===== src/rtl/pg_seq_pkg.sv =====
package pg_seq_pkg;

  typedef enum logic [3:0] {
    ST_ON, ST_PD, ST_OFF, ST_DIS, ST_XFER, ST_LONG, ST_STAB, ST_CLK, ST_REST
  } pg_state_e;

  localparam int PD_TICKS   = 3;
  localparam int STAB_TICKS = 2;
  localparam int CLK_TICKS  = 2;
  localparam int REST_TICKS = 1;

  typedef struct packed {
    logic pwr;
    logic clk;
    logic ret_n;
    logic dis;
    logic xfer;
    logic busy;
  } pg_ctrl_t;

  function automatic pg_ctrl_t pg_decode(pg_state_e s);
    pg_ctrl_t c;
    c = '0;
    case (s)
      ST_ON:   begin c.pwr = 1'b1; c.clk = 1'b1; c.ret_n = 1'b1; end
      ST_PD:   c.busy = 1'b1;
      ST_DIS:  begin c.dis = 1'b1; c.busy = 1'b1; end
      ST_XFER: begin c.xfer = 1'b1; c.busy = 1'b1; end
      ST_STAB: begin c.pwr = 1'b1; c.busy = 1'b1; end
      ST_CLK:  begin c.pwr = 1'b1; c.clk = 1'b1; c.busy = 1'b1; end
      ST_REST: begin c.pwr = 1'b1; c.clk = 1'b1; c.ret_n = 1'b1; c.busy = 1'b1; end
      default: c = '0;
    endcase
    return c;
  endfunction

endpackage


===== src/rtl/pg_step_cnt.sv =====
module pg_step_cnt #(
  parameter int W = 8
) (
  input  logic         clk_i,
  input  logic         rst_ni,
  input  logic         clr_i,
  output logic [W-1:0] cnt_o
);
  localparam logic [W-1:0] CNT_MAX = {W{1'b1}};

  logic [W-1:0] cnt_q;

  always_ff @(posedge clk_i or negedge rst_ni) begin
    if (!rst_ni)               cnt_q <= '0;
    else if (clr_i)            cnt_q <= '0;
    else if (cnt_q != CNT_MAX) cnt_q <= cnt_q + 1'b1;
  end

  assign cnt_o = cnt_q;

  AST_STEP_NO_WRAP: assert property (@(posedge clk_i) disable iff (!rst_ni)
    (cnt_q == CNT_MAX && !clr_i) |=> cnt_q == CNT_MAX);

endmodule


===== src/rtl/pg_sleep_timer.sv =====
module pg_sleep_timer #(
  parameter int W = 24
) (
  input  logic         clk_i,
  input  logic         rst_ni,
  input  logic         start_i,
  input  logic         run_i,
  input  logic [W-1:0] limit_i,
  output logic         hit_o
);
  localparam logic [W-1:0] CNT_MAX = {W{1'b1}};

  logic [W-1:0] cnt_q;

  // cnt_q equals the ticks elapsed since the sleep was accepted
  always_ff @(posedge clk_i or negedge rst_ni) begin
    if (!rst_ni)                         cnt_q <= '0;
    else if (start_i)                    cnt_q <= '0;
    else if (run_i && cnt_q != CNT_MAX)  cnt_q <= cnt_q + 1'b1;
  end

  assign hit_o = (limit_i != '0) && (cnt_q >= limit_i);

  AST_TMR_NO_WRAP: assert property (@(posedge clk_i) disable iff (!rst_ni)
    (cnt_q == CNT_MAX && !start_i) |=> cnt_q == CNT_MAX);

endmodule


===== src/rtl/pg_retention_seq.sv =====
module pg_retention_seq
  import pg_seq_pkg::*;
#(
  parameter int TMR_W = 24,
  parameter int LEN_W = 8
) (
  input  logic             clk_i,
  input  logic             rst_ni,
  input  logic             sleep_req_i,
  input  logic             wake_req_i,
  input  logic [TMR_W-1:0] limit_i,
  input  logic [LEN_W-1:0] dis_len_i,
  input  logic [LEN_W-1:0] osg_len_i,
  output logic             pwr_en_o,
  output logic             dis_en_o,
  output logic             clk_en_o,
  output logic             retain_n_o,
  output logic             lt_xfer_o,
  output logic             busy_o,
  output logic             sleep_done_o,
  output logic             xfer_done_o,
  output logic             wake_done_o
);
  localparam int STEP_W = (LEN_W < 3) ? 3 : LEN_W;

  pg_state_e   state_q, state_d;
  logic [STEP_W-1:0] step_q;
  logic        tmr_hit, wake_pend_q, wake_go;
  logic        s_done, x_done, w_done;
  logic        s_done_q, x_done_q, w_done_q;
  logic [LEN_W-1:0] dis_last, xfer_last;
  pg_ctrl_t    ctrl;

  assign dis_last  = (dis_len_i == '0) ? '0 : dis_len_i - 1'b1;
  assign xfer_last = (osg_len_i == '0) ? '0 : osg_len_i - 1'b1;
  assign wake_go   = wake_req_i || wake_pend_q;

  pg_step_cnt #(.W(STEP_W)) u_step (
    .clk_i  (clk_i),
    .rst_ni (rst_ni),
    .clr_i  (state_d != state_q),
    .cnt_o  (step_q)
  );

  pg_sleep_timer #(.W(TMR_W)) u_tmr (
    .clk_i   (clk_i),
    .rst_ni  (rst_ni),
    .start_i (state_q == ST_ON && sleep_req_i),
    .run_i   (state_q == ST_PD || state_q == ST_OFF),
    .limit_i (limit_i),
    .hit_o   (tmr_hit)
  );

  always_comb begin
    state_d = state_q;
    s_done  = 1'b0;
    x_done  = 1'b0;
    w_done  = 1'b0;
    unique case (state_q)
      ST_ON:   if (sleep_req_i) state_d = ST_PD;
      ST_PD:   if (step_q == STEP_W'(PD_TICKS - 1)) begin
                 state_d = ST_OFF;
                 s_done  = 1'b1;
               end
      ST_OFF:  if (wake_go)      state_d = ST_STAB;
               else if (tmr_hit) state_d = ST_DIS;
      ST_DIS:  if (step_q == STEP_W'(dis_last)) state_d = ST_XFER;
      ST_XFER: if (step_q == STEP_W'(xfer_last)) begin
                 state_d = ST_LONG;
                 x_done  = 1'b1;
               end
      ST_LONG: if (wake_go) state_d = ST_STAB;
      ST_STAB: if (step_q == STEP_W'(STAB_TICKS - 1)) state_d = ST_CLK;
      ST_CLK:  if (step_q == STEP_W'(CLK_TICKS - 1))  state_d = ST_REST;
      ST_REST: if (step_q == STEP_W'(REST_TICKS - 1)) begin
                 state_d = ST_ON;
                 w_done  = 1'b1;
               end
      default: state_d = ST_ON;
    endcase
  end

  always_ff @(posedge clk_i or negedge rst_ni) begin
    if (!rst_ni) begin
      state_q     <= ST_ON;
      wake_pend_q <= 1'b0;
      s_done_q    <= 1'b0;
      x_done_q    <= 1'b0;
      w_done_q    <= 1'b0;
    end else begin
      state_q  <= state_d;
      s_done_q <= s_done;
      x_done_q <= x_done;
      w_done_q <= w_done;
      if (state_d == ST_STAB)
        wake_pend_q <= 1'b0;
      else if (wake_req_i && (state_q inside {ST_PD, ST_DIS, ST_XFER}))
        wake_pend_q <= 1'b1;
    end
  end

  assign ctrl         = pg_decode(state_q);
  assign pwr_en_o     = ctrl.pwr;
  assign clk_en_o     = ctrl.clk;
  assign retain_n_o   = ctrl.ret_n;
  assign dis_en_o     = ctrl.dis;
  assign lt_xfer_o    = ctrl.xfer;
  assign busy_o       = ctrl.busy;
  assign sleep_done_o = s_done_q;
  assign xfer_done_o  = x_done_q;
  assign wake_done_o  = w_done_q;

  AST_ZERO_BACKUP: assert property (@(posedge clk_i) disable iff (!rst_ni)
    $fell(retain_n_o) |-> (!pwr_en_o && !clk_en_o));
  AST_DIS_UNPOWERED: assert property (@(posedge clk_i) disable iff (!rst_ni)
    (dis_en_o || lt_xfer_o) |-> !pwr_en_o);
  AST_XFER_AFTER_DIS: assert property (@(posedge clk_i) disable iff (!rst_ni)
    $rose(lt_xfer_o) |-> $past(dis_en_o));
  AST_CLK_AFTER_PWR: assert property (@(posedge clk_i) disable iff (!rst_ni)
    $rose(clk_en_o) |-> $past(pwr_en_o));
  AST_RESTORE_ORDER: assert property (@(posedge clk_i) disable iff (!rst_ni)
    $rose(retain_n_o) |-> ($past(clk_en_o) && pwr_en_o));
  AST_PEND_SERVED: assert property (@(posedge clk_i) disable iff (!rst_ni)
    (wake_pend_q && (state_q == ST_OFF || state_q == ST_LONG)) |=> state_q == ST_STAB);
  AST_DONE_ONEHOT: assert property (@(posedge clk_i) disable iff (!rst_ni)
    $onehot0({sleep_done_o, xfer_done_o, wake_done_o}));
  AST_DONE_PULSE: assert property (@(posedge clk_i) disable iff (!rst_ni)
    (sleep_done_o || wake_done_o || xfer_done_o) |=>
      !($past(sleep_done_o) && sleep_done_o) && !($past(wake_done_o) && wake_done_o)
      && !($past(xfer_done_o) && xfer_done_o));

endmodule


===== config.mk =====
export PLATFORM = sky130hd
export DESIGN_NAME = pg_retention_seq
export DESIGN_NICKNAME = d
export VERILOG_FILES = /design/src/rtl/pg_seq_pkg.sv /design/src/rtl/pg_step_cnt.sv /design/src/rtl/pg_sleep_timer.sv /design/src/rtl/pg_retention_seq.sv
export SDC_FILE = /design/constraint.sdc
export NUM_CORES = 1
export LEC_CHECK = 0
export ABC_AREA = 0
export ABC_CLOCK_PERIOD_IN_PS = 3200
export CAP_MARGIN = 15
export CORE_MARGIN = 2
export CORE_UTILIZATION = 55
export CTS_BUF_LIST = sky130_fd_sc_hd__clkbuf_8
export CTS_CLUSTER_SIZE = 8
export DETAILED_ROUTE_END_ITERATION = 8
export DONT_BUFFER_PORTS = 1
export GPL_TIMING_DRIVEN = 0
export MAX_ROUTING_LAYER = met4
export PLACE_DENSITY = 0.7
export SETUP_SLACK_MARGIN = 0.2
export SLEW_MARGIN = 40
export SYNTH_ARGS = -nofsm -noshare
export SYNTH_HDL_FRONTEND = slang
export SYNTH_SLANG_ARGS = --single-unit

===== constraint.sdc =====
create_clock -name clk_i -period 3.2 [get_ports clk_i]
set_input_delay 0.32 -clock clk_i [delete_from_list [all_inputs] [get_ports clk_i]]
set_output_delay 0.32 -clock clk_i [all_outputs]
set_load 0.01 [all_outputs]

==> impl_metrics.prom, run 1 <==
# TYPE chip_impl_metric gauge
chip_impl_info{name="run_status",value="finished clean"} 1
chip_impl_info{name="slowest_stage",value="or4_4"} 1
chip_impl_metric{name="grt_start_max_net_pins",unit=""} 41
chip_impl_metric{name="maximum_vdd_drop",unit="uV"} 368
chip_impl_metric{name="synth-edff-count",unit=""} 0
chip_impl_info{name="critical-path-top-cell-by-count",value="or4b_4"} 1
chip_impl_metric{name="global_route_wire_length_before_repair",unit="um"} 14200
chip_impl_metric{name="cts-buffers-inserted",unit=""} 5
chip_impl_metric{name="drt-pass1-iter-count",unit=""} 4
chip_impl_metric{name="static-leakage-power",unit="nW"} 1.63
chip_impl_metric{name="drive_gt1_share",unit="%"} 11.0
chip_impl_metric{name="rows",unit=""} 29
chip_impl_metric{name="vias_per_cell",unit=""} 6.04
chip_impl_metric{name="placement.io_buffers",unit=""} 0
chip_impl_metric{name="synth_adder_area_share",unit="%"} 10.9
chip_impl_metric{name="wl_per_cell",unit="um"} 15.6
chip_impl_metric{name="synth_fp_nets",unit=""} 507
chip_impl_metric{name="placed_area",unit="mm2"} 0.00367
chip_impl_metric{name="area_delta_synth_final",unit="%"} 8.15
chip_impl_metric{name="post_synth_and_or_nand_nor_area_fraction",unit="%"} 29.2
chip_impl_metric{name="synth_area",unit="mm2"} 0.00356
chip_impl_info{name="post-synth-top-count-cell",value="nor2_1"} 1
chip_impl_metric{name="die_w",unit="um"} 84.5
chip_impl_metric{name="measured_slew_at_the_worst_slew_check_pin",unit="ns"} 0.648
chip_impl_metric{name="io_pins",unit=""} 53
chip_impl_metric{name="postSynthRegisterBits",unit=""} 40
chip_impl_metric{name="share_of_yosys_cell_area_claimed_by_the_top_area_cell_type",unit="%"} 28.1
chip_impl_metric{name="antenna_violations_before_repair",unit=""} 0
chip_impl_info{name="ys_flop_type",value="dfrtp_1"} 1
chip_impl_metric{name="postSynth.asyncResetShare",unit="%"} 100
chip_impl_metric{name="timing.critical_path.slowest_cell_delay",unit="ns"} 0.54
chip_impl_info{name="path_type_of_the_worst_min_delay_path",value="input port to flop"} 1
chip_impl_metric{name="arrival",unit="ns"} 3.09
chip_impl_info{name="grt_setup_unrepaired",value="no"} 1
chip_impl_info{name="synth_top_area_cell",value="dfrtp_1"} 1
chip_impl_metric{name="finalHoldWorstSlack",unit="ns"} 0.244
chip_impl_metric{name="fin_worst_skew",unit="ns"} 0.0157
chip_impl_metric{name="cts.path.max_buffers",unit=""} 2
chip_impl_info{name="netlist_top_cells_area",value="dfrtp_1 28%, ha_1 11%, nor2_1 5.5%"} 1
chip_impl_info{name="cp-end-kind",value="flop"} 1
chip_impl_metric{name="n_antenna_cell",unit=""} 0
chip_impl_metric{name="vias",unit=""} 3146
chip_impl_info{name="synth_top_cells_by_count",value="52 x nor2_1, 40 x dfrtp_1, 38 x inv_1, 31 x ha_1, 29 x nand2_1"} 1
chip_impl_metric{name="synth.avg_cell_area",unit="um2"} 8.24
chip_impl_metric{name="place_ws",unit="ns"} -0.0491
chip_impl_metric{name="timing.critical_path.required",unit="ns"} 3.37
chip_impl_metric{name="worst_setup_hold_path_clk_slew",unit="ns"} 0.09
chip_impl_metric{name="setup_ws",unit="ns"} 0.275
chip_impl_metric{name="synth.yosys.seq_area_share",unit="%"} 28.1
chip_impl_info{name="critPathTopFamily",value="simple AND/OR/NAND/NOR gates"} 1
chip_impl_metric{name="timing_hold_violations_final",unit=""} 0
chip_impl_metric{name="timing.fmax",unit="MHz"} 342
chip_impl_metric{name="timing.final.crit_period",unit="ns"} 2.92
chip_impl_info{name="crit_path_start_kind",value="input port"} 1
chip_impl_metric{name="place_congestion",unit=""} 0.871
chip_impl_metric{name="drv.max_cap_violation_count",unit=""} 0
chip_impl_metric{name="fp.coreArea",unit="mm2"} 0.00631
chip_impl_info{name="dominant_combinational_cell_family_by_area_after_synthesis",value="simple AND/OR/NAND/NOR gates"} 1
chip_impl_metric{name="clk_latency",unit="ns"} 0.30
chip_impl_info{name="clock_tree.root_cell",value="clkbuf_8"} 1
chip_impl_metric{name="cts_h_tree_lvls",unit=""} 2
chip_impl_metric{name="finalCritPeriodShare",unit="%"} 91.4
chip_impl_metric{name="layout.cells.non_filler",unit=""} 521
chip_impl_metric{name="grt_pass1_vias",unit=""} 3051
chip_impl_metric{name="antenna_left",unit=""} 0
chip_impl_metric{name="drt_iter0_drc",unit=""} 123
chip_impl_metric{name="layout.nets",unit=""} 518
chip_impl_info{name="timing.critical_path.cells",value="inv_1 > ha_4 > or4b_4 > or4b_4 > nand3_1 > o2111ai_1 > or4_4 > and3_4 > o31ai_4 > buf_12 > a211oi_1"} 1
chip_impl_metric{name="drt_drc_violations_left",unit=""} 0
chip_impl_metric{name="synthXorXnorAreaFrac",unit="%"} 9.10
chip_impl_metric{name="timing_max_transition_violations_final",unit=""} 0
chip_impl_metric{name="initial_utilization",unit="%"} 56.4
chip_impl_metric{name="die-height",unit="um"} 84.5
chip_impl_metric{name="yosys_warnings",unit=""} 0
chip_impl_metric{name="synth_cells",unit=""} 432
chip_impl_metric{name="global_route_total_overflow",unit=""} 0
chip_impl_metric{name="routed_wire_length",unit="um"} 8120
chip_impl_info{name="setup.worst_path.class",value="input port to flop"} 1
chip_impl_metric{name="slew_headroom",unit="%"} 56.6
chip_impl_metric{name="powerDensity",unit="mW/mm2"} 691
chip_impl_metric{name="fp.dieArea",unit="mm2"} 0.00713
chip_impl_metric{name="hpwlAfterDp",unit="um"} 6320
chip_impl_metric{name="track_usage",unit="%"} 24.7
chip_impl_metric{name="critical_path.n_buffers_inverters",unit=""} 2
chip_impl_metric{name="fin_setup_tns",unit="ns"} 0
chip_impl_metric{name="yosysUniqueCellTypes",unit=""} 59
chip_impl_metric{name="nFillCells",unit=""} 608
chip_impl_metric{name="muxShareOfSynthArea",unit="%"} 0.878
chip_impl_metric{name="clkSinkCount",unit=""} 40
chip_impl_metric{name="compound_cell_area_share_of_the_yosys_netlist",unit="%"} 14.0
chip_impl_metric{name="layout.cell_area.non_filler",unit="mm2"} 0.00385
chip_impl_metric{name="report.final.setup_viol",unit=""} 0
chip_impl_info{name="tritoncts",value="yes"} 1
chip_impl_metric{name="critical_path.max_fanout",unit=""} 8
chip_impl_metric{name="placed_cells_incl_taps",unit=""} 509
## power by group
| group | switching (mW) | internal (mW) |
|---|---|---|
| combinational | 0.725 | 0.636 |
| sequential | 0.251 | 0.699 |
| clock | 0.195 | 0.155 |
| total | 1.17 | 1.49 |
## state kept, by name, indices dropped and copies added (netlist names)
register      count
state_q           4
wake_done_o       1
wake_pend_q       1
sleep_done_o      1
u_tmr.cnt_q      24
xfer_done_o       1
u_step.cnt_o      8
## worst register-to-register path: stages (launching register included)
cell      delay [ns]
dfrtp_1         0.37
buf_4           0.16
or4_4           0.52
or4b_4          0.55
o21ai_1         0.13
o311ai_1        0.12
nor3_1          0.19
buf_4           0.15
and3_4          0.18
o31ai_4         0.08
buf_12          0.14
a211oi_1        0.17
## through the flow
step | util [%] | total power, mW
2_1_floorplan | - | 1.89
3_3_place_gp | 58.1 | 2.15
3_5_place_dp | 58.2 | 2.20
4_1_cts | 60.5 | 2.64
5_1_grt | 61.0 | 2.90
6_report | 61.0 | 2.66
## cell type report
| class | count | area, um2 | share of cell area [%] |
|---|---|---|---|
| clock buffers | 5 | 68.8 | 1.79 |
| flip-flops and latches | 40 | 1000 | 26.0 |
| plain buffers | 15 | 135 | 3.51 |
| well taps | 77 | 96.3 | 2.50 |
| multi-input cells | 339 | 2330 | 60.5 |
| inverters | 38 | 143 | 3.70 |
| repair buffers | 4 | 57.6 | 1.49 |
| clock inverters | 3 | 21.3 | 0.552 |
## what timing repair did
action / CTS / global route
gates resized for setup: 0 / 6
hold buffers: 2 / 0
pin swaps: 2 / 1
setup endpoints to repair: 8 / 8
hold endpoints to repair: 40 / 0
setup buffers: 2 / 0
## routing by layer
layer / vias up / track usage (%) / part of all wire [%] / wire (um)
met5: - / - / 0 / 0
met4: 0 / 6.35 / 1.6 / 133
met3: 15 / 4.03 / 4.4 / 358
met2: 65 / 37.9 / 46 / 3740
met1: 1501 / 34.2 / 48 / 3890
li1: 1565 / - / - / -
## placed cells by master (no fill, tap or decap), drive strengths merged, types with 5 or more instances in the layout
cell type,instances
a21oi,20
and3,10
buf,11
clkbuf,12
dfrtp,40
ha,31
inv,39
nand2,29
nand2b,7
nand3,20
nand4,14
nor2,52
nor3,13
nor4,13
o21a,5
o21ai,17
or4,8
xnor2,15
xor2,22
## kinds of logic after synthesis
family | count (synthesis)
fa+ha+maj | 31
compound gates | 74
flops | 40
mux | 3
simple gates | 194
buf+inv | 53
xor+xnor | 37
## path summary, 6_finish.rpt
check / start / depth (start not counted) / end / slack (ns)
max: osg_len_i[0] / 11 / u_step.cnt_o[7] / 0.28
min in group asynchronous: rst_ni / 2 / u_tmr.cnt_q[18] / 0.46
max in group asynchronous: rst_ni / 2 / u_step.cnt_o[7] / 2.52
min: wake_req_i / 2 / wake_pend_q / 0.24
max reg2reg: u_step.cnt_o[5] / 11 / u_step.cnt_o[7] / 0.35
min reg2reg: wake_pend_q / 2 / wake_pend_q / 0.55
Power figures use the tool's default switching activity.
==> run 2: changes to the inputs <==
--- a/config.mk
+++ b/config.mk
@@ -7,8 +7,8 @@
 export LEC_CHECK = 0
 export ABC_AREA = 0
 export ABC_CLOCK_PERIOD_IN_PS = 3200
-export CAP_MARGIN = 15
-export CORE_MARGIN = 2
+export CAP_MARGIN = 30
+export CORE_MARGIN = 1
 export CORE_UTILIZATION = 55
 export CTS_BUF_LIST = sky130_fd_sc_hd__clkbuf_8
 export CTS_CLUSTER_SIZE = 8
==> run 2 against run 1 <==
Effect of this change:
- die area down 4.7%
- register-to-register slack got worse by 0.04 ns
- first-iteration DRC count is 39% higher
- utilization rose by 2.7 points
- clock-buffer cell count rose by 2
- largest cell class unchanged
==> impl_metrics.prom, run 2 (synthesis results as in run 1) <==
# TYPE chip_impl_metric gauge
chip_impl_metric{name="layout.cell_area.non_filler",unit="mm2"} 0.00388
chip_impl_metric{name="io_pins",unit=""} 53
chip_impl_metric{name="internal-power",unit="mW"} 1.58
chip_impl_metric{name="hpwlAfterDp",unit="um"} 6240
chip_impl_metric{name="netSwitchingFraction",unit="%"} 42.0
chip_impl_metric{name="timing.fmax",unit="MHz"} 346
chip_impl_metric{name="net-switching-power",unit="mW"} 1.15
chip_impl_metric{name="cts.path.max_buffers",unit=""} 2
chip_impl_metric{name="track_usage",unit="%"} 26.6
chip_impl_metric{name="combPwrFrac",unit="%"} 48.7
chip_impl_info{name="grt_setup_unrepaired",value="no"} 1
chip_impl_metric{name="clk_latency",unit="ns"} 0.29
chip_impl_info{name="mostFrequentLayoutCells",value="52 x nor2_1, 40 x dfrtp_1, 38 x inv_1"} 1
chip_impl_metric{name="finalCritPeriodShare",unit="%"} 90.4
chip_impl_metric{name="timing_max_transition_violations_final",unit=""} 0
chip_impl_metric{name="power_frac_seq",unit="%"} 34.5
chip_impl_metric{name="timing.final.crit_period",unit="ns"} 2.89
chip_impl_info{name="critical-path-top-cell-by-count",value="buf_4"} 1
chip_impl_metric{name="place_congestion",unit=""} 0.875
chip_impl_metric{name="static-leakage-power",unit="nW"} 1.65
chip_impl_metric{name="critical_path.max_fanout",unit=""} 10
chip_impl_info{name="clock_tree.root_cell",value="clkbuf_8"} 1
chip_impl_metric{name="die-height",unit="um"} 82.5
chip_impl_metric{name="timing.critical_path.required",unit="ns"} 3.41
chip_impl_metric{name="timing.critical_path.slowest_cell_delay",unit="ns"} 0.57
chip_impl_metric{name="reg2regPathDepth",unit=""} 11
chip_impl_metric{name="placement.io_buffers",unit=""} 0
chip_impl_info{name="top_register",value="u_tmr.cnt_q"} 1
chip_impl_metric{name="powerDensity",unit="mW/mm2"} 703
chip_impl_metric{name="layout.nets",unit=""} 518
chip_impl_metric{name="vias_per_cell",unit=""} 5.97
chip_impl_metric{name="initial_utilization",unit="%"} 58.4
chip_impl_metric{name="largest_register_ff_count",unit=""} 24
chip_impl_metric{name="n_antenna_cell",unit=""} 0
chip_impl_metric{name="measured_slew_at_the_worst_slew_check_pin",unit="ns"} 0.618
chip_impl_info{name="r2r_end",value="u_step.cnt_o[7]"} 1
chip_impl_info{name="crit_path_start_kind",value="flop"} 1
chip_impl_metric{name="p_clk_share",unit="%"} 16.8
chip_impl_info{name="setup.worst_path.class",value="flop to flop"} 1
chip_impl_info{name="worstSetupEndpoint",value="u_step.cnt_o[7]"} 1
chip_impl_metric{name="global_route_wire_length_before_repair",unit="um"} 13400
chip_impl_metric{name="fin_worst_skew",unit="ns"} 0.00386
chip_impl_metric{name="finalCoreUtilization",unit="%"} 63.7
chip_impl_metric{name="vias",unit=""} 3100
chip_impl_metric{name="finalHoldWorstSlack",unit="ns"} 0.288
chip_impl_metric{name="drive_gt1_share",unit="%"} 11.5
chip_impl_metric{name="rows",unit=""} 28
chip_impl_metric{name="report.final.setup_viol",unit=""} 0
chip_impl_metric{name="grt_pass1_vias",unit=""} 2919
chip_impl_metric{name="fp.dieArea",unit="mm2"} 0.00680
chip_impl_metric{name="worst_setup_hold_path_clk_slew",unit="ns"} 0.08
chip_impl_metric{name="cts_h_tree_lvls",unit=""} 2
chip_impl_info{name="critPathTopFamily",value="simple AND/OR/NAND/NOR gates"} 1
chip_impl_metric{name="nFillCells",unit=""} 510
chip_impl_metric{name="timing.reg2reg.setup_slack",unit="ns"} 0.31
chip_impl_metric{name="placed_area",unit="mm2"} 0.00367
chip_impl_metric{name="fp.coreArea",unit="mm2"} 0.00610
chip_impl_metric{name="drt_iter0_drc",unit=""} 171
chip_impl_metric{name="timing_hold_violations_final",unit=""} 0
chip_impl_metric{name="seqCellArea",unit="mm2"} 0.00100
chip_impl_metric{name="global_route_total_overflow",unit=""} 0
chip_impl_metric{name="critical_path_depth",unit=""} 11
chip_impl_metric{name="multiInputGateArea",unit="mm2"} 0.00234
chip_impl_metric{name="antenna_left",unit=""} 0
chip_impl_metric{name="die_w",unit="um"} 82.5
chip_impl_metric{name="maximum_vdd_drop",unit="uV"} 426
chip_impl_metric{name="clkSinkCount",unit=""} 40
chip_impl_info{name="cp-end-kind",value="flop"} 1
chip_impl_info{name="path_type_of_the_worst_min_delay_path",value="input port to flop"} 1
chip_impl_metric{name="cts-buffers-inserted",unit=""} 5
chip_impl_metric{name="drv.max_cap_violation_count",unit=""} 0
chip_impl_metric{name="post-layout-total-power",unit="mW"} 2.73
chip_impl_info{name="run_status",value="finished clean"} 1
chip_impl_metric{name="drt_drc_violations_left",unit=""} 0
chip_impl_info{name="slowest_stage",value="or4b_4"} 1
chip_impl_metric{name="antenna_violations_before_repair",unit=""} 0
chip_impl_info{name="critPathLaunch",value="u_step.cnt_o[4]"} 1
chip_impl_info{name="tritoncts",value="yes"} 1
chip_impl_info{name="r2r-start",value="u_step.cnt_o[4]"} 1
chip_impl_info{name="layout_commonest_cell",value="nor2_1"} 1
chip_impl_metric{name="area_delta_synth_final",unit="%"} 9.03
chip_impl_metric{name="arrival",unit="ns"} 3.10
chip_impl_metric{name="drt-pass1-iter-count",unit=""} 4
chip_impl_metric{name="wl_per_cell",unit="um"} 15.7
chip_impl_metric{name="routed_wire_length",unit="um"} 8150
chip_impl_metric{name="fin_setup_tns",unit="ns"} 0
chip_impl_metric{name="critical_path.n_buffers_inverters",unit=""} 3
chip_impl_info{name="timing.critical_path.cells",value="buf_6 > or4_4 > or4b_4 > o21ai_1 > o311ai_1 > nor3_1 > buf_4 > and3_4 > o31ai_4 > buf_4 > a211oi_2"} 1
chip_impl_metric{name="slew_headroom",unit="%"} 58.5
chip_impl_metric{name="grt_start_max_net_pins",unit=""} 41
==> run 2: cell count changes in the layout (fill, tap and decap cells not counted), sizes merged <==
cell	previous run	this run
inv	39	38
clkbuf	12	14
clkinv	1	0
bufinv	0	1
clkinvlp	1	0
==> run 2: worst min-delay path by stage <==
stage | start | slack [ns] | end | depth (start not counted)
6_report | wake_req_i | 0.29 | wake_pend_q | 2
5_1_grt | wake_req_i | 0.26 | wake_pend_q | 2
2_1_floorplan | rst_ni | 0.02 | sleep_done_o | 0
3_5_place_dp | rst_ni | 0.03 | u_tmr.cnt_q[18] | 0
3_3_place_gp | rst_ni | 0.03 | u_tmr.cnt_q[18] | 0
4_1_cts | wake_req_i | 0.27 | wake_pend_q | 2
==> run 2: power by group through the flow <==
| stage | clock (mW) | combinational, mW | sequential [mW] |
|---|---|---|---|
| final | 0.457 | 1.33 | 0.942 |
| after global routing | 0.487 | 1.51 | 0.975 |
| after CTS | 0.469 | 1.30 | 0.942 |
| after detailed placement | 0 | 1.24 | 0.948 |
| after global placement | 0 | 1.20 | 0.946 |
| after floorplan | 0 | 1.01 | 0.880 |
==> run 2: repair_timing <==
item                       in CTS  in global routing
gates resized for setup         3                  5
gates cloned                    0                  0
hold endpoints to repair       40                  0
hold buffers                    2                  0
setup endpoints to repair       8                  8
setup buffers                   2                  0
pin swaps                       2                  0
==> run 2: final cells by class <==
| class | count | share of cell area (%) |
|---|---|---|
| Tap cell | 75 | 2.42 |
| Buffer | 15 | 3.48 |
| Multi-Input combinational cell | 339 | 60.2 |
| Clock buffer | 7 | 2.48 |
| Sequential cell | 40 | 25.8 |
| Clock inverter | 1 | 0.773 |
| Timing Repair Buffer | 4 | 1.16 |
| Inverter | 38 | 3.67 |
==> run 2: stage by stage <==
stage	std cells	setup slack, ns
global route	519	0.216
finish	519	0.308
global placement	507	0.0120
CTS	519	0.223
detailed placement	507	-0.0383
floorplan	432	0.225
==> run 2: worst reg2reg max path: stages, from the launching register on <==
cell      delay, ns
dfrtp_1        0.39
buf_6          0.15
or4_4          0.55
or4b_4         0.57
o21ai_1        0.14
o311ai_1       0.11
nor3_1         0.19
buf_4          0.15
and3_4         0.18
o31ai_4        0.06
buf_4          0.17
a211oi_2       0.16
==> run 2: layer usage <==
metal  global-route usage (%)  wire length, um
met1                     35.8             3940
met2                     41.7             3800
met3                     4.40              361
met4                     5.96               44
met5                        -                0
==> run 3: changes to the inputs <==
--- a/config.mk
+++ b/config.mk
@@ -7,16 +7,15 @@
 export LEC_CHECK = 0
 export ABC_AREA = 0
 export ABC_CLOCK_PERIOD_IN_PS = 3200
+export BUFFER_PORTS_ARGS = -buffer_cell sky130_fd_sc_hd__buf_2
 export CAP_MARGIN = 30
 export CORE_MARGIN = 1
 export CORE_UTILIZATION = 55
 export CTS_BUF_LIST = sky130_fd_sc_hd__clkbuf_8
-export CTS_CLUSTER_SIZE = 8
 export DETAILED_ROUTE_END_ITERATION = 8
-export DONT_BUFFER_PORTS = 1
 export GPL_TIMING_DRIVEN = 0
 export MAX_ROUTING_LAYER = met4
-export PLACE_DENSITY = 0.7
+export PLACE_DENSITY = 0.77
 export SETUP_SLACK_MARGIN = 0.2
 export SLEW_MARGIN = 40
 export SYNTH_ARGS = -nofsm -noshare
==> run 3 against run 2 <==
Effect of this change:
- via count increased by 7.7%
- global-route usage increased by 0.71 points
- largest cell class unchanged
- die area unchanged
- setup slack got worse by 0.047 ns
- clock-buffer cell count decreased by 2
- wire length increased by 3.9%
==> impl_metrics.prom, run 3 (synthesis results as in run 1) <==
# TYPE chip_impl_metric gauge
chip_impl_info{name="setup.worst_path.class",value="input port to flop"} 1
chip_impl_info{name="tritoncts",value="yes"} 1
chip_impl_info{name="top_register",value="u_tmr.cnt_q"} 1
chip_impl_metric{name="antenna_violations_before_repair",unit=""} 0
chip_impl_metric{name="drt-pass1-iter-count",unit=""} 5
chip_impl_metric{name="timing_hold_violations_final",unit=""} 0
chip_impl_metric{name="placement.io_buffers",unit=""} 52
chip_impl_info{name="grt_setup_unrepaired",value="no"} 1
chip_impl_metric{name="finalCoreUtilization",unit="%"} 66.5
chip_impl_metric{name="grt_pass1_vias",unit=""} 3074
chip_impl_metric{name="drt_drc_violations_left",unit=""} 0
chip_impl_metric{name="drive_gt1_share",unit="%"} 19.9
chip_impl_metric{name="global_route_total_overflow",unit=""} 0
chip_impl_metric{name="placed_area",unit="mm2"} 0.00394
chip_impl_metric{name="reg2regPathDepth",unit=""} 11
chip_impl_metric{name="n_antenna_cell",unit=""} 0
chip_impl_info{name="run_status",value="finished clean"} 1
chip_impl_metric{name="post-layout-total-power",unit="mW"} 2.66
chip_impl_metric{name="hpwlAfterDp",unit="um"} 6560
chip_impl_metric{name="timing.fmax",unit="MHz"} 340
chip_impl_metric{name="grt_start_max_net_pins",unit=""} 41
chip_impl_metric{name="finalHoldWorstSlack",unit="ns"} 0.00408
chip_impl_metric{name="timing.reg2reg.setup_slack",unit="ns"} 0.37
chip_impl_metric{name="track_usage",unit="%"} 27.3
chip_impl_metric{name="drv.max_cap_violation_count",unit=""} 0
chip_impl_metric{name="report.final.setup_viol",unit=""} 0
chip_impl_info{name="layout_commonest_cell",value="nor2_1"} 1
chip_impl_metric{name="fp.dieArea",unit="mm2"} 0.00680
chip_impl_info{name="critical-path-top-cell-by-count",value="or4b_4"} 1
chip_impl_metric{name="critical_path.n_buffers_inverters",unit=""} 3
chip_impl_metric{name="vias",unit=""} 3340
chip_impl_metric{name="fin_worst_skew",unit="ns"} 0.00585
chip_impl_info{name="timing.critical_path.cells",value="buf_2 > inv_1 > ha_4 > or4b_4 > or4b_4 > nand3_1 > o2111ai_1 > or4_4 > and3_4 > o31ai_4 > buf_6 > a211oi_1"} 1
chip_impl_metric{name="timing.critical_path.required",unit="ns"} 3.36
chip_impl_metric{name="antenna_left",unit=""} 0
chip_impl_metric{name="clk_latency",unit="ns"} 0.29
chip_impl_metric{name="wl_per_cell",unit="um"} 14.9
chip_impl_info{name="path_type_of_the_worst_min_delay_path",value="input port to async pin"} 1
chip_impl_metric{name="area_delta_synth_final",unit="%"} 13.9
chip_impl_info{name="cp-end-kind",value="flop"} 1
chip_impl_metric{name="cts_h_tree_lvls",unit=""} 2
chip_impl_metric{name="fin_setup_tns",unit="ns"} 0
chip_impl_metric{name="maximum_vdd_drop",unit="uV"} 538
chip_impl_metric{name="vias_per_cell",unit=""} 5.88
chip_impl_metric{name="drt_iter0_drc",unit=""} 166
chip_impl_metric{name="measured_slew_at_the_worst_slew_check_pin",unit="ns"} 0.639
chip_impl_info{name="crit_path_start_kind",value="input port"} 1
chip_impl_metric{name="arrival",unit="ns"} 3.10
chip_impl_metric{name="critical_path.max_fanout",unit=""} 8
chip_impl_metric{name="static-leakage-power",unit="nW"} 1.83
chip_impl_metric{name="io_pins",unit=""} 53
chip_impl_metric{name="timing_max_transition_violations_final",unit=""} 0
chip_impl_info{name="r2r_end",value="u_step.cnt_o[7]"} 1
chip_impl_metric{name="timing.critical_path.slowest_cell_delay",unit="ns"} 0.52
chip_impl_metric{name="fp.coreArea",unit="mm2"} 0.00610
chip_impl_metric{name="clkSinkCount",unit=""} 40
chip_impl_info{name="r2r-start",value="u_step.cnt_o[4]"} 1
chip_impl_metric{name="largest_register_ff_count",unit=""} 24
chip_impl_metric{name="worst_setup_hold_path_clk_slew",unit="ns"} 0.07
chip_impl_metric{name="global_route_wire_length_before_repair",unit="um"} 13800
chip_impl_metric{name="cts.path.max_buffers",unit=""} 2
chip_impl_info{name="slowest_stage",value="or4_4"} 1
chip_impl_metric{name="rows",unit=""} 28
chip_impl_metric{name="initial_utilization",unit="%"} 58.4
chip_impl_metric{name="routed_wire_length",unit="um"} 8470
chip_impl_metric{name="layout.cell_area.non_filler",unit="mm2"} 0.00406
chip_impl_metric{name="place_congestion",unit=""} 0.910
chip_impl_metric{name="timing.final.crit_period",unit="ns"} 2.94
chip_impl_metric{name="die_w",unit="um"} 82.5
chip_impl_metric{name="die-height",unit="um"} 82.5
chip_impl_metric{name="layout.nets",unit=""} 568
chip_impl_metric{name="finalCritPeriodShare",unit="%"} 91.9
chip_impl_metric{name="cts-buffers-inserted",unit=""} 5
chip_impl_metric{name="cts-hold-fix-buffers",unit=""} 0
chip_impl_metric{name="slew_headroom",unit="%"} 57.0
chip_impl_info{name="critPathTopFamily",value="simple AND/OR/NAND/NOR gates"} 1
chip_impl_metric{name="powerDensity",unit="mW/mm2"} 656
chip_impl_info{name="mostFrequentLayoutCells",value="52 x nor2_1, 51 x buf_2, 40 x dfrtp_1"} 1
chip_impl_info{name="clock_tree.root_cell",value="clkbuf_8"} 1
[run 3: worst max path at each step]
stage,cells past startpoint,from,slack (ns),endpoint
after global placement,11,osg_len_i[0],-0.13,u_step.cnt_o[6]
after CTS,11,osg_len_i[0],0.21,u_step.cnt_o[6]
after global routing,11,u_step.cnt_o[4],0.21,u_step.cnt_o[7]
after detailed placement,11,osg_len_i[0],-0.16,u_step.cnt_o[6]
final,12,osg_len_i[1],0.26,u_step.cnt_o[7]
after floorplan,10,osg_len_i[0],0.23,u_step.cnt_o[0]
[run 3: layout make-up]
class | count | area (um2)
multi-input cells | 339 | 2320
well taps | 75 | 93.8
repair buffers | 54 | 282
fillers | 527 | 2040
clock inverters | 2 | 8.76
plain buffers | 15 | 135
inverters | 38 | 143
flip-flops and latches | 40 | 1000
clock buffers | 5 | 68.8
[run 3: repair_timing]
action,in CTS,in global routing
buffers inserted,1,1
gates cloned,0,0
endpoints found under the hold margin,0,0
endpoints found under the setup margin,8,8
gates resized for setup,0,7
pin swaps,2,2
[run 3: metrics by stage]
step,cells,worst slack (ns)
floorplan,432,0.225
global placement,559,-0.133
detailed placement,559,-0.155
CTS,567,0.213
global route,568,0.207
finish,568,0.261
[run 3: metal layers]
| metal | part of all wire [%] | vias up | global-route usage [%] |
|---|---|---|---|
| met1 | 48 | 1606 | 35.5 |
| met5 | 0 | - | - |
| li1 | - | 1668 | - |
| met3 | 3.1 | 8 | 3.74 |
| met4 | 0.87 | 0 | 5.26 |
| met2 | 48 | 58 | 45.4 |
[run 3: power breakdown]
group          internal, mW  total (mW)  leakage (nW)  switching, mW
combinational         0.648        1.40          1.31          0.754
sequential            0.699       0.946         0.479          0.247
clock                 0.145       0.315        0.0452          0.170
total                  1.49        2.66          1.83           1.17
